$ cat src/rtl/vmove_pkg.sv
package vmove_pkg;

    localparam int unsigned XLEN_DEF  = 32;
    localparam int unsigned NREGS_DEF = 32;
    localparam int unsigned MAXVL_DEF = 8;

    typedef enum logic [1:0] {
        ST_IDLE = 2'd0,
        ST_RUN  = 2'd1,
        ST_DONE = 2'd2
    } seq_state_e;

    // One cycle worth of sequencing decisions.
    typedef struct packed {
        logic rd;
        logic wr;
        logic src_adv;
        logic dst_adv;
        logic fin;
    } step_t;

    // Requested length folded into 1..maxv.
    function automatic int unsigned clamp_len(int unsigned v, int unsigned maxv);
        if (v == 0) return 1;
        if (v > maxv) return maxv;
        return v;
    endfunction

endpackage

$ cat src/rtl/vmove_cursor.sv
module vmove_cursor #(
    parameter int unsigned AW    = 5,
    parameter int unsigned MAXVL = 8,
    parameter int unsigned VLW   = 4
) (
    input  logic             clk,
    input  logic             rst,
    input  logic             load,
    input  logic             adv,
    input  logic [AW-1:0]    base_i,
    input  logic             vec_i,
    input  logic             pen_i,
    input  logic [MAXVL-1:0] pred_i,
    input  logic [VLW-1:0]   len_i,
    output logic [AW-1:0]    addr,
    output logic             on,
    output logic             last,
    output logic             is_vec
);
    localparam int unsigned IW = (MAXVL > 1) ? $clog2(MAXVL) : 1;

    logic [AW-1:0]    base_q;
    logic             vec_q;
    logic [MAXVL-1:0] mask_q;
    logic [VLW-1:0]   len_q;
    logic [IW-1:0]    idx_q;

    always_ff @(posedge clk) begin
        if (rst) begin
            base_q <= '0;
            vec_q  <= 1'b0;
            mask_q <= '1;
            len_q  <= VLW'(1);
            idx_q  <= '0;
        end else if (load) begin
            base_q <= base_i;
            vec_q  <= vec_i;
            // A scalar operand's mask has no meaning: treat it as all-on.
            mask_q <= (vec_i && pen_i) ? pred_i : '1;
            len_q  <= len_i;
            idx_q  <= '0;
        end else if (adv && !last) begin
            idx_q <= idx_q + IW'(1);
        end
    end

    assign addr   = base_q + AW'(idx_q);
    assign on     = mask_q[idx_q];
    assign last   = (VLW'(idx_q) == (len_q - VLW'(1)));
    assign is_vec = vec_q;

    p_step_r8: assert property (@(posedge clk) disable iff (rst)
        (adv && !last && !load) |=> (idx_q == $past(idx_q) + IW'(1)));

    p_scalar_still_r12: assert property (@(posedge clk) disable iff (rst)
        (!vec_q && !load) |-> !adv);

    p_idx_range_r8: assert property (@(posedge clk) disable iff (rst)
        VLW'(idx_q) < len_q);

endmodule

$ cat src/rtl/vmove_ctrl.sv
module vmove_ctrl
    import vmove_pkg::*;
(
    input  logic  clk,
    input  logic  rst,
    input  logic  start,
    input  logic  s_on,
    input  logic  d_on,
    input  logic  s_last,
    input  logic  d_last,
    input  logic  s_vec,
    input  logic  d_vec,
    output logic  load,
    output logic  done,
    output step_t step
);
    seq_state_e state_q, state_d;
    logic       pair;

    always_comb begin
        pair = s_on && d_on;
        step = '0;
        if (state_q == ST_RUN) begin
            step.rd      = pair;
            step.wr      = pair;
            step.src_adv = s_vec && (pair || !s_on);
            step.dst_adv = d_vec && (pair || !d_on);
            step.fin     = (step.src_adv && s_last) ||
                           (step.dst_adv && d_last) ||
                           (!d_vec && pair);
        end
    end

    always_comb begin
        state_d = state_q;
        load    = 1'b0;
        unique case (state_q)
            ST_IDLE: if (start) begin
                state_d = ST_RUN;
                load    = 1'b1;
            end
            ST_RUN:  if (step.fin) state_d = ST_DONE;
            ST_DONE: state_d = ST_IDLE;
            default: state_d = ST_IDLE;
        endcase
    end

    always_ff @(posedge clk) begin
        if (rst) state_q <= ST_IDLE;
        else     state_q <= state_d;
    end

    assign done = (state_q == ST_DONE);

    p_done_pulse_r10: assert property (@(posedge clk) disable iff (rst)
        done |=> !done);

    p_done_after_run_r10: assert property (@(posedge clk) disable iff (rst)
        $rose(done) |-> ($past(state_q) == ST_RUN));

    p_scalar_dst_once_r4: assert property (@(posedge clk) disable iff (rst)
        (step.wr && !d_vec) |=> done);

    p_quiet_idle_r1: assert property (@(posedge clk) disable iff (rst)
        (state_q != ST_RUN) |-> (!step.wr && !step.rd));

endmodule

$ cat src/rtl/vmove_seq.sv
module vmove_seq
    import vmove_pkg::*;
#(
    parameter int unsigned XLEN  = XLEN_DEF,
    parameter int unsigned NREGS = NREGS_DEF,
    parameter int unsigned MAXVL = MAXVL_DEF,
    localparam int unsigned AW   = $clog2(NREGS),
    localparam int unsigned VLW  = $clog2(MAXVL + 1)
) (
    input  logic             clk,
    input  logic             rst,
    input  logic             start,
    input  logic [AW-1:0]    src_base,
    input  logic [AW-1:0]    dst_base,
    input  logic             src_vec,
    input  logic             dst_vec,
    input  logic             src_pred_en,
    input  logic [MAXVL-1:0] src_pred,
    input  logic             dst_pred_en,
    input  logic [MAXVL-1:0] dst_pred,
    input  logic [VLW-1:0]   vl,
    output logic             rf_re,
    output logic [AW-1:0]    rf_raddr,
    input  logic [XLEN-1:0]  rf_rdata,
    output logic             rf_we,
    output logic [AW-1:0]    rf_waddr,
    output logic [XLEN-1:0]  rf_wdata,
    output logic             done
);
    logic           load;
    step_t          step;
    logic           s_on, d_on, s_last, d_last, s_vec, d_vec;
    logic [VLW-1:0] len_eff;

    assign len_eff = VLW'(clamp_len(int'(unsigned'(vl)), MAXVL));

    vmove_cursor #(.AW(AW), .MAXVL(MAXVL), .VLW(VLW)) u_src (
        .clk(clk), .rst(rst), .load(load), .adv(step.src_adv),
        .base_i(src_base), .vec_i(src_vec), .pen_i(src_pred_en),
        .pred_i(src_pred), .len_i(len_eff),
        .addr(rf_raddr), .on(s_on), .last(s_last), .is_vec(s_vec)
    );

    vmove_cursor #(.AW(AW), .MAXVL(MAXVL), .VLW(VLW)) u_dst (
        .clk(clk), .rst(rst), .load(load), .adv(step.dst_adv),
        .base_i(dst_base), .vec_i(dst_vec), .pen_i(dst_pred_en),
        .pred_i(dst_pred), .len_i(len_eff),
        .addr(rf_waddr), .on(d_on), .last(d_last), .is_vec(d_vec)
    );

    vmove_ctrl u_ctrl (
        .clk(clk), .rst(rst), .start(start),
        .s_on(s_on), .d_on(d_on), .s_last(s_last), .d_last(d_last),
        .s_vec(s_vec), .d_vec(d_vec),
        .load(load), .done(done), .step(step)
    );

    assign rf_re    = step.rd;
    assign rf_we    = step.wr;
    assign rf_wdata = rf_rdata;

    // No destination element is written twice in a row of a vector move.
    p_dst_fresh_r11: assert property (@(posedge clk) disable iff (rst)
        (rf_we && d_vec) |=> (!rf_we || rf_waddr != $past(rf_waddr)));

    // No source element is read twice in a vector move.
    p_src_fresh_r11: assert property (@(posedge clk) disable iff (rst)
        (rf_re && s_vec) |=> (!rf_re || rf_raddr != $past(rf_raddr)));

endmodule

$ cat config.mk
export PLATFORM = sky130hd
export DESIGN_NAME = vmove_seq
export DESIGN_NICKNAME = d
export VERILOG_FILES = /design/src/rtl/vmove_pkg.sv /design/src/rtl/vmove_cursor.sv /design/src/rtl/vmove_ctrl.sv /design/src/rtl/vmove_seq.sv
export SDC_FILE = /design/constraint.sdc
export NUM_CORES = 1
export LEC_CHECK = 0
export CORE_UTILIZATION = 57
export DETAILED_ROUTE_END_ITERATION = 6
export DONT_BUFFER_PORTS = 1
export GPL_TIMING_DRIVEN = 0
export PLACE_DENSITY = 0.75
export SLEW_MARGIN = 20
export SYNTH_ARGS = -nofsm -noshare
export SYNTH_HDL_FRONTEND = slang
export SYNTH_SLANG_ARGS = --single-unit
$ cat constraint.sdc
create_clock -name clk -period 2 [get_ports clk]
set_input_delay 0.3 -clock clk [delete_from_list [all_inputs] [get_ports clk]]
set_output_delay 0.3 -clock clk [all_outputs]
set_load 0.01 [all_outputs]
==> run summary, run 1 <==
HP Class - in2reg
FP Rows - 22
Ys async rst share - 0%
Core area - 0.00372 sq mm
Routed Antenna Nets - 0
Wire length per cell - 14.6 microns
Power per cell area - 694 mW/mm^2
Via/cell ratio - 5.59
Met2 WL post-DR - 2290 microns
Comb power frac - 16.3%
TritonCTS clock tree - done
GRT Util Overall - 22.8%
Reg clk slew, reported paths - 0.08 ns
Clock power frac - 36.2%
Max Used Layer - met4
CP endpoint kind - flip-flop
Post-synthesis register bit count - 40
CTS HTree Levels - 2
Internal power - 1.33 mW
Count leader, synth - dfxtp_1
Final hold viol count - 0
DRT Pass-1 Iters - 4
Share of layout cells above drive strength 1 - 29.6%
GP Congestion - 0.840
Syn nets - 327
YS warnings - 0
NetSw - 0.472 mW
Switching Share - 26.2%
Slew at the pin closest to its max-slew limit - 0.542 ns
Fin Clk Skew - 0.00456 ns
DRC viols - 0
Max VDD drop - 0.000576 V
Post-route clock period utilization - 102%
Syn-to-layout area delta - 15.8%
Pre-CTS setup slack - -0.141 ns
Clock latency on the worst-skew pair - 0.30 ns
Total wire length - 4600 microns
Worst setup SP type - flip-flop
Vias in the first global route - 1598
Overall Power - 1.80 mW
Synth area leaders - dfxtp_1 (36%), buf_4 (11%), o22a_1 (6.3%)
Port Buffer Count - 0
Total number of vias - 1760
Synth unique cells - 39
Most frequent cells after synthesis - dfxtp_1 (40), buf_4 (33), nand2_1 (30)
Routed metal-1 wirelength - 1940 microns
Failing checks - setup timing
DPL Wire Length - 3290 microns
# diodes - 0
Seq pwr share - 47.6%
LEAKAGE - 1.05 nW
Sink Count - 40
Max-cap violations - 0
Die area - 0.00418 sq mm
Netlist Area Pre-Place - 0.00224 sq mm
Leading area contributor after synthesis - dfxtp_1
WS Path Type - reg2reg
Syn Area/Cell - 9.07 sq um
Slew Limit Fails - 0
First-pass GRT wire length - 7240 microns
Top-area cell type share of the netlist area - 35.8%
Status - finished with violations
Setup-failing EPs final - 3
Clk buf depth - 2
RSZ-0062 raised after global routing - true
Die height - 64.7 microns
Initial antenna violation count - 0
Post-synth EDFFs - 0
Most used flip-flop cell after synthesis - dfxtp_1
Largest net degree at the start of global routing - 13
Root Driver - clkbuf_8
Gate Count Post-Synth - 247
Sequential-to-total area share from yosys stat - 35.8%
IO Pins - 114
Die W - 64.7 microns
Cts bufs inserted - 5
Worst slew margin - 63.9%
Minimum clock period - 2.05 ns
Max Freq - 488 MHz
Total gr overflow - 0
# hold bufs at CTS - 0
Starting density of the core - 60.3%
DRT iter0 DRCs - 64
Final worst slack - -0.0499 ns
Required @ worst endpoint - 2.23 ns
CP Max Fanout - 4
Critical Path AT - 2.28 ns
Nets - 346
Met3 WL post-DR - 281 microns
[per-stage QoR]
step	hold WS, ns	utilization (%)	cell area (sq um)	TNS (ns)	std cells
2_1_floorplan	0.397	-	2250	-0.0223	247
3_3_place_gp	0.400	62.1	2310	-0.218	295
3_5_place_dp	0.404	62.1	2310	-0.281	295
4_1_cts	0.0914	68.4	2540	-0.220	314
5_1_grt	0.0833	69.8	2590	-0.430	315
6_report	0.0919	69.8	2590	-0.121	315
[cells by family (layout without fill, tap and decap cells)]
family / count (synthesis) / count (layout) / share of synthesized area, %
adder cells (fa/ha/maj): 11 / 11 / 6.82
AND/OR/NAND/NOR: 58 / 58 / 12.2
multiplexers: 7 / 7 / 6.15
AO/OA/AOI/OAI: 64 / 64 / 18.8
buffers and inverters: 54 / 74 / 14.6
XOR/XNOR: 13 / 13 / 5.70
flip-flops: 40 / 40 / 35.8
[critical path: stages, from the launching register on]
cell and delay, ns:
dfxtp_4 0.39, mux4_2 0.53, mux2_4 0.30, a21bo_1 0.18
buf_4 0.14, or3_1 0.34, a21oi_1 0.12
[registers in the layout (all words and copies together) (netlist names)]
register and count:
u_dst.mask_q 8, u_dst.base_q 5, u_src.base_q 5, u_src.idx_q 3
u_ctrl.state_q 2, u_src.is_vec 1, u_dst.len_q 4, u_dst.is_vec 1
u_dst.idx_q 3, u_src.mask_q 8
[per-layer routing]
layer | global-route usage, % | up-vias
li1 | - | 866
met1 | 27.3 | 815
met2 | 38.7 | 72
met3 | 4.40 | 7
met4 | 11.4 | 0
met5 | 0 | -
[timing repair]
item | 4_1_cts | 5_1_grt
pin swaps | 7 | 9
resized for setup | 17 | 12
setup buffers | 11 | 1
endpoints found under the setup margin | 10 | 10
[power groups by stage]
stage / clock network, mW / registers, mW / logic [mW]
3_5_place_dp: 0 / 0.875 / 0.272
4_1_cts: 0.658 / 0.854 / 0.287
2_1_floorplan: 0 / 0.867 / 0.232
6_report: 0.651 / 0.857 / 0.293
5_1_grt: 0.697 / 0.861 / 0.323
3_3_place_gp: 0 / 0.873 / 0.268
[area by class of cell]
class,instances,area [sq um]
multi-input cells,153,1190
fillers,318,1120
flip-flops and latches,40,816
plain buffers,40,278
repair buffers,12,93.8
clock buffers,6,72.6
well taps,48,60.1
inverters,14,52.6
clock inverters,2,35.0
[worst paths after layout]
kind         slack, ns  depth (start not counted)       startpoint         endpoint
max              -0.05                          6   u_dst.idx_q[0]   u_dst.idx_q[0]
min               0.09                          1            vl[3]   u_dst.len_q[0]
max reg2reg      -0.05                          6   u_dst.idx_q[0]   u_dst.idx_q[0]
min reg2reg       0.46                          1  u_dst.mask_q[0]  u_dst.mask_q[0]
[cell usage in the layout (no fill, tap or decap), types with 6 or more instances in the layout]
| cell type | netlist | final |
|---|---|---|
| a21oi_1 | 23 | 23 |
| o22a_1 | 16 | 16 |
| dfxtp_1 | 40 | 34 |
| buf_4 | 33 | 43 |
| nand2_1 | 30 | 30 |
| ha_1 | 9 | 7 |
| xnor2_1 | 8 | 6 |
| clkbuf_1 | 7 | 8 |
| inv_1 | 13 | 11 |
Note: power is estimated with default switching activity, not from simulation.
==> inputs of run 2 (changes only) <==
PLACE_DENSITY = 0.82   (was 0.75)
SYNTH_HIERARCHICAL = 1   (was not set)
==> run 2 against run 1 <==
Net effect:
- the flow still finishes with violations (setup timing)
- die area rose by 13%
- sequential share of layout area fell by 1.6 points
- design area rose by 14%
- critical path depth rose by 4
- area after synthesis rose by 14%
- core utilization rose by 1.9 points
- sequential cell count rose by 4
- non-clock buffer count fell by 1
- critical path type unchanged
- largest cell class unchanged
- highest routed layer unchanged
==> run summary, run 2 <==
Placed Instances - 322
Overall Power - 2.05 mW
Max-cap violations - 0
Port Buffer Count - 0
Syn-to-layout area delta - 16.7%
Final TNS setup - -0.179 ns
LEAKAGE - 1.29 nW
Reg2reg start - u_src/idx_q[0]
Total gr overflow - 0
IO Pins - 114
Gate Count Post-Synth - 272
DRT Pass-1 Iters - 4
Via/cell ratio - 5.79
DRC viols - 0
Initial antenna violation count - 0
Netlist Area Pre-Place - 0.00254 sq mm
Setup-failing EPs final - 4
Largest regs - u_dst/mask_q: 8 flops, u_src/mask_q: 8 flops
Required @ worst endpoint - 2.19 ns
Reg clk slew, reported paths - 0.08 ns
CP endpoint kind - flip-flop
Die height - 68.8 microns
Commonest non-fill, non-tap cell in the layout - dfxtp_1
Core area - 0.00414 sq mm
Root Driver - clkbuf_8
Die W - 68.8 microns
# diodes - 0
Critical path startpoint - u_src/idx_q[0]
GP Congestion - 0.833
RSZ-0062 raised after global routing - true
Starting density of the core - 61.4%
Slew at the pin closest to its max-slew limit - 0.662 ns
Worst slew margin - 55.7%
CTS HTree Levels - 2
Vias in the first global route - 1775
Nets - 367
TritonCTS clock tree - done
Max VDD drop - 0.000471 V
Hold_sp - rst
Power per cell area - 690 mW/mm^2
FP Rows - 23
Share of layout cells above drive strength 1 - 34.8%
CP Max Fanout - 6
DRT iter0 DRCs - 77
Most frequent cells in the layout - dfxtp_1 (40), buf_4 (39), nor2_1 (24)
Wire length per cell - 16.2 microns
Final hold viol count - 0
Cts bufs inserted - 5
Fin util - 71.6%
Syn nets - 353
Total wire length - 5470 microns
Final worst slack - -0.0605 ns
WS Path Type - reg2reg
Clock latency on the worst-skew pair - 0.29 ns
YS warnings - 6
Critical Path AT - 2.25 ns
Sink Count - 44
Clk buf depth - 2
Non-Filler Instances - 337
Max Freq - 485 MHz
Hold_ws - 0.0742 ns
FF-to-FF setup slack - -0.06 ns
# hold bufs at CTS - 0
Minimum clock period - 2.06 ns
First-pass GRT wire length - 7740 microns
Die area - 0.00473 sq mm
Routed Antenna Nets - 0
Worst setup SP type - flip-flop
DPL Wire Length - 3680 microns
Syn Area/Cell - 9.35 sq um
HP Class - in2reg
Fin Clk Skew - 0.00293 ns
Post-route clock period utilization - 103%
Total number of vias - 1950
Failing checks - setup timing
GRT Util Overall - 22.5%
Status - finished with violations
Slew Limit Fails - 0
Largest net degree at the start of global routing - 14
==> run 2: per-layer routing <==
layer | part of all wire, % | GRT usage, % | vias to the layer above
li1 | - | - | 934
met1 | 41 | 27.3 | 907
met2 | 48 | 37.1 | 97
met3 | 8.3 | 5.59 | 12
met4 | 2.0 | 10.5 | 0
met5 | 0 | 0 | -
==> run 2: what timing repair did <==
item                       4_1_cts  5_1_grt
pin swaps                        9       18
setup endpoints to repair       10       12
gates resized for setup         31       25
buffers inserted                 1        6
==> run 2: worst max-delay path: stages, from the launching register on <==
cell and delay (ns):
dfxtp_2 0.37, buf_8 0.12, mux4_2 0.52, nand2_2 0.11
nand2_4 0.08, inv_4 0.09, o21ai_4 0.07, nor2_4 0.18
and4_4 0.25, nand2_1 0.07, o311ai_1 0.10
==> run 2: area by class of cell <==
class	count	area (sq um)
buffer	44	320
clock buffer	6	72.6
clock inverter	2	35.0
fill	312	1170
inverter	10	40.0
multi-input combinational	174	1500
sequential	44	886
tap	50	62.6
timing repair buffer	7	52.6
==> run 2: report_power, final <==
part	internal, mW	switching [mW]	total [mW]
combinational	0.191	0.233	0.424
clock	0.371	0.299	0.670
sequential	0.918	0.0353	0.954
total	1.48	0.568	2.05
==> run 2: stage by stage <==
stage                     setup WS, ns  cell area (sq um)
final                          -0.0605               2970
after global routing            -0.133               2970
after CTS                      -0.0482               2830
after detailed placement        -0.242               2630
after global placement          -0.178               2630
after floorplan                0.00488               2560
==> run 2: worst paths after layout <==
check | endpoint | cells past startpoint
max | u_src/idx_q[2] | 10
min | u_ctrl/state_q[1] | 1
max reg2reg | u_src/idx_q[2] | 10
min reg2reg | u_dst/mask_q[6] | 1
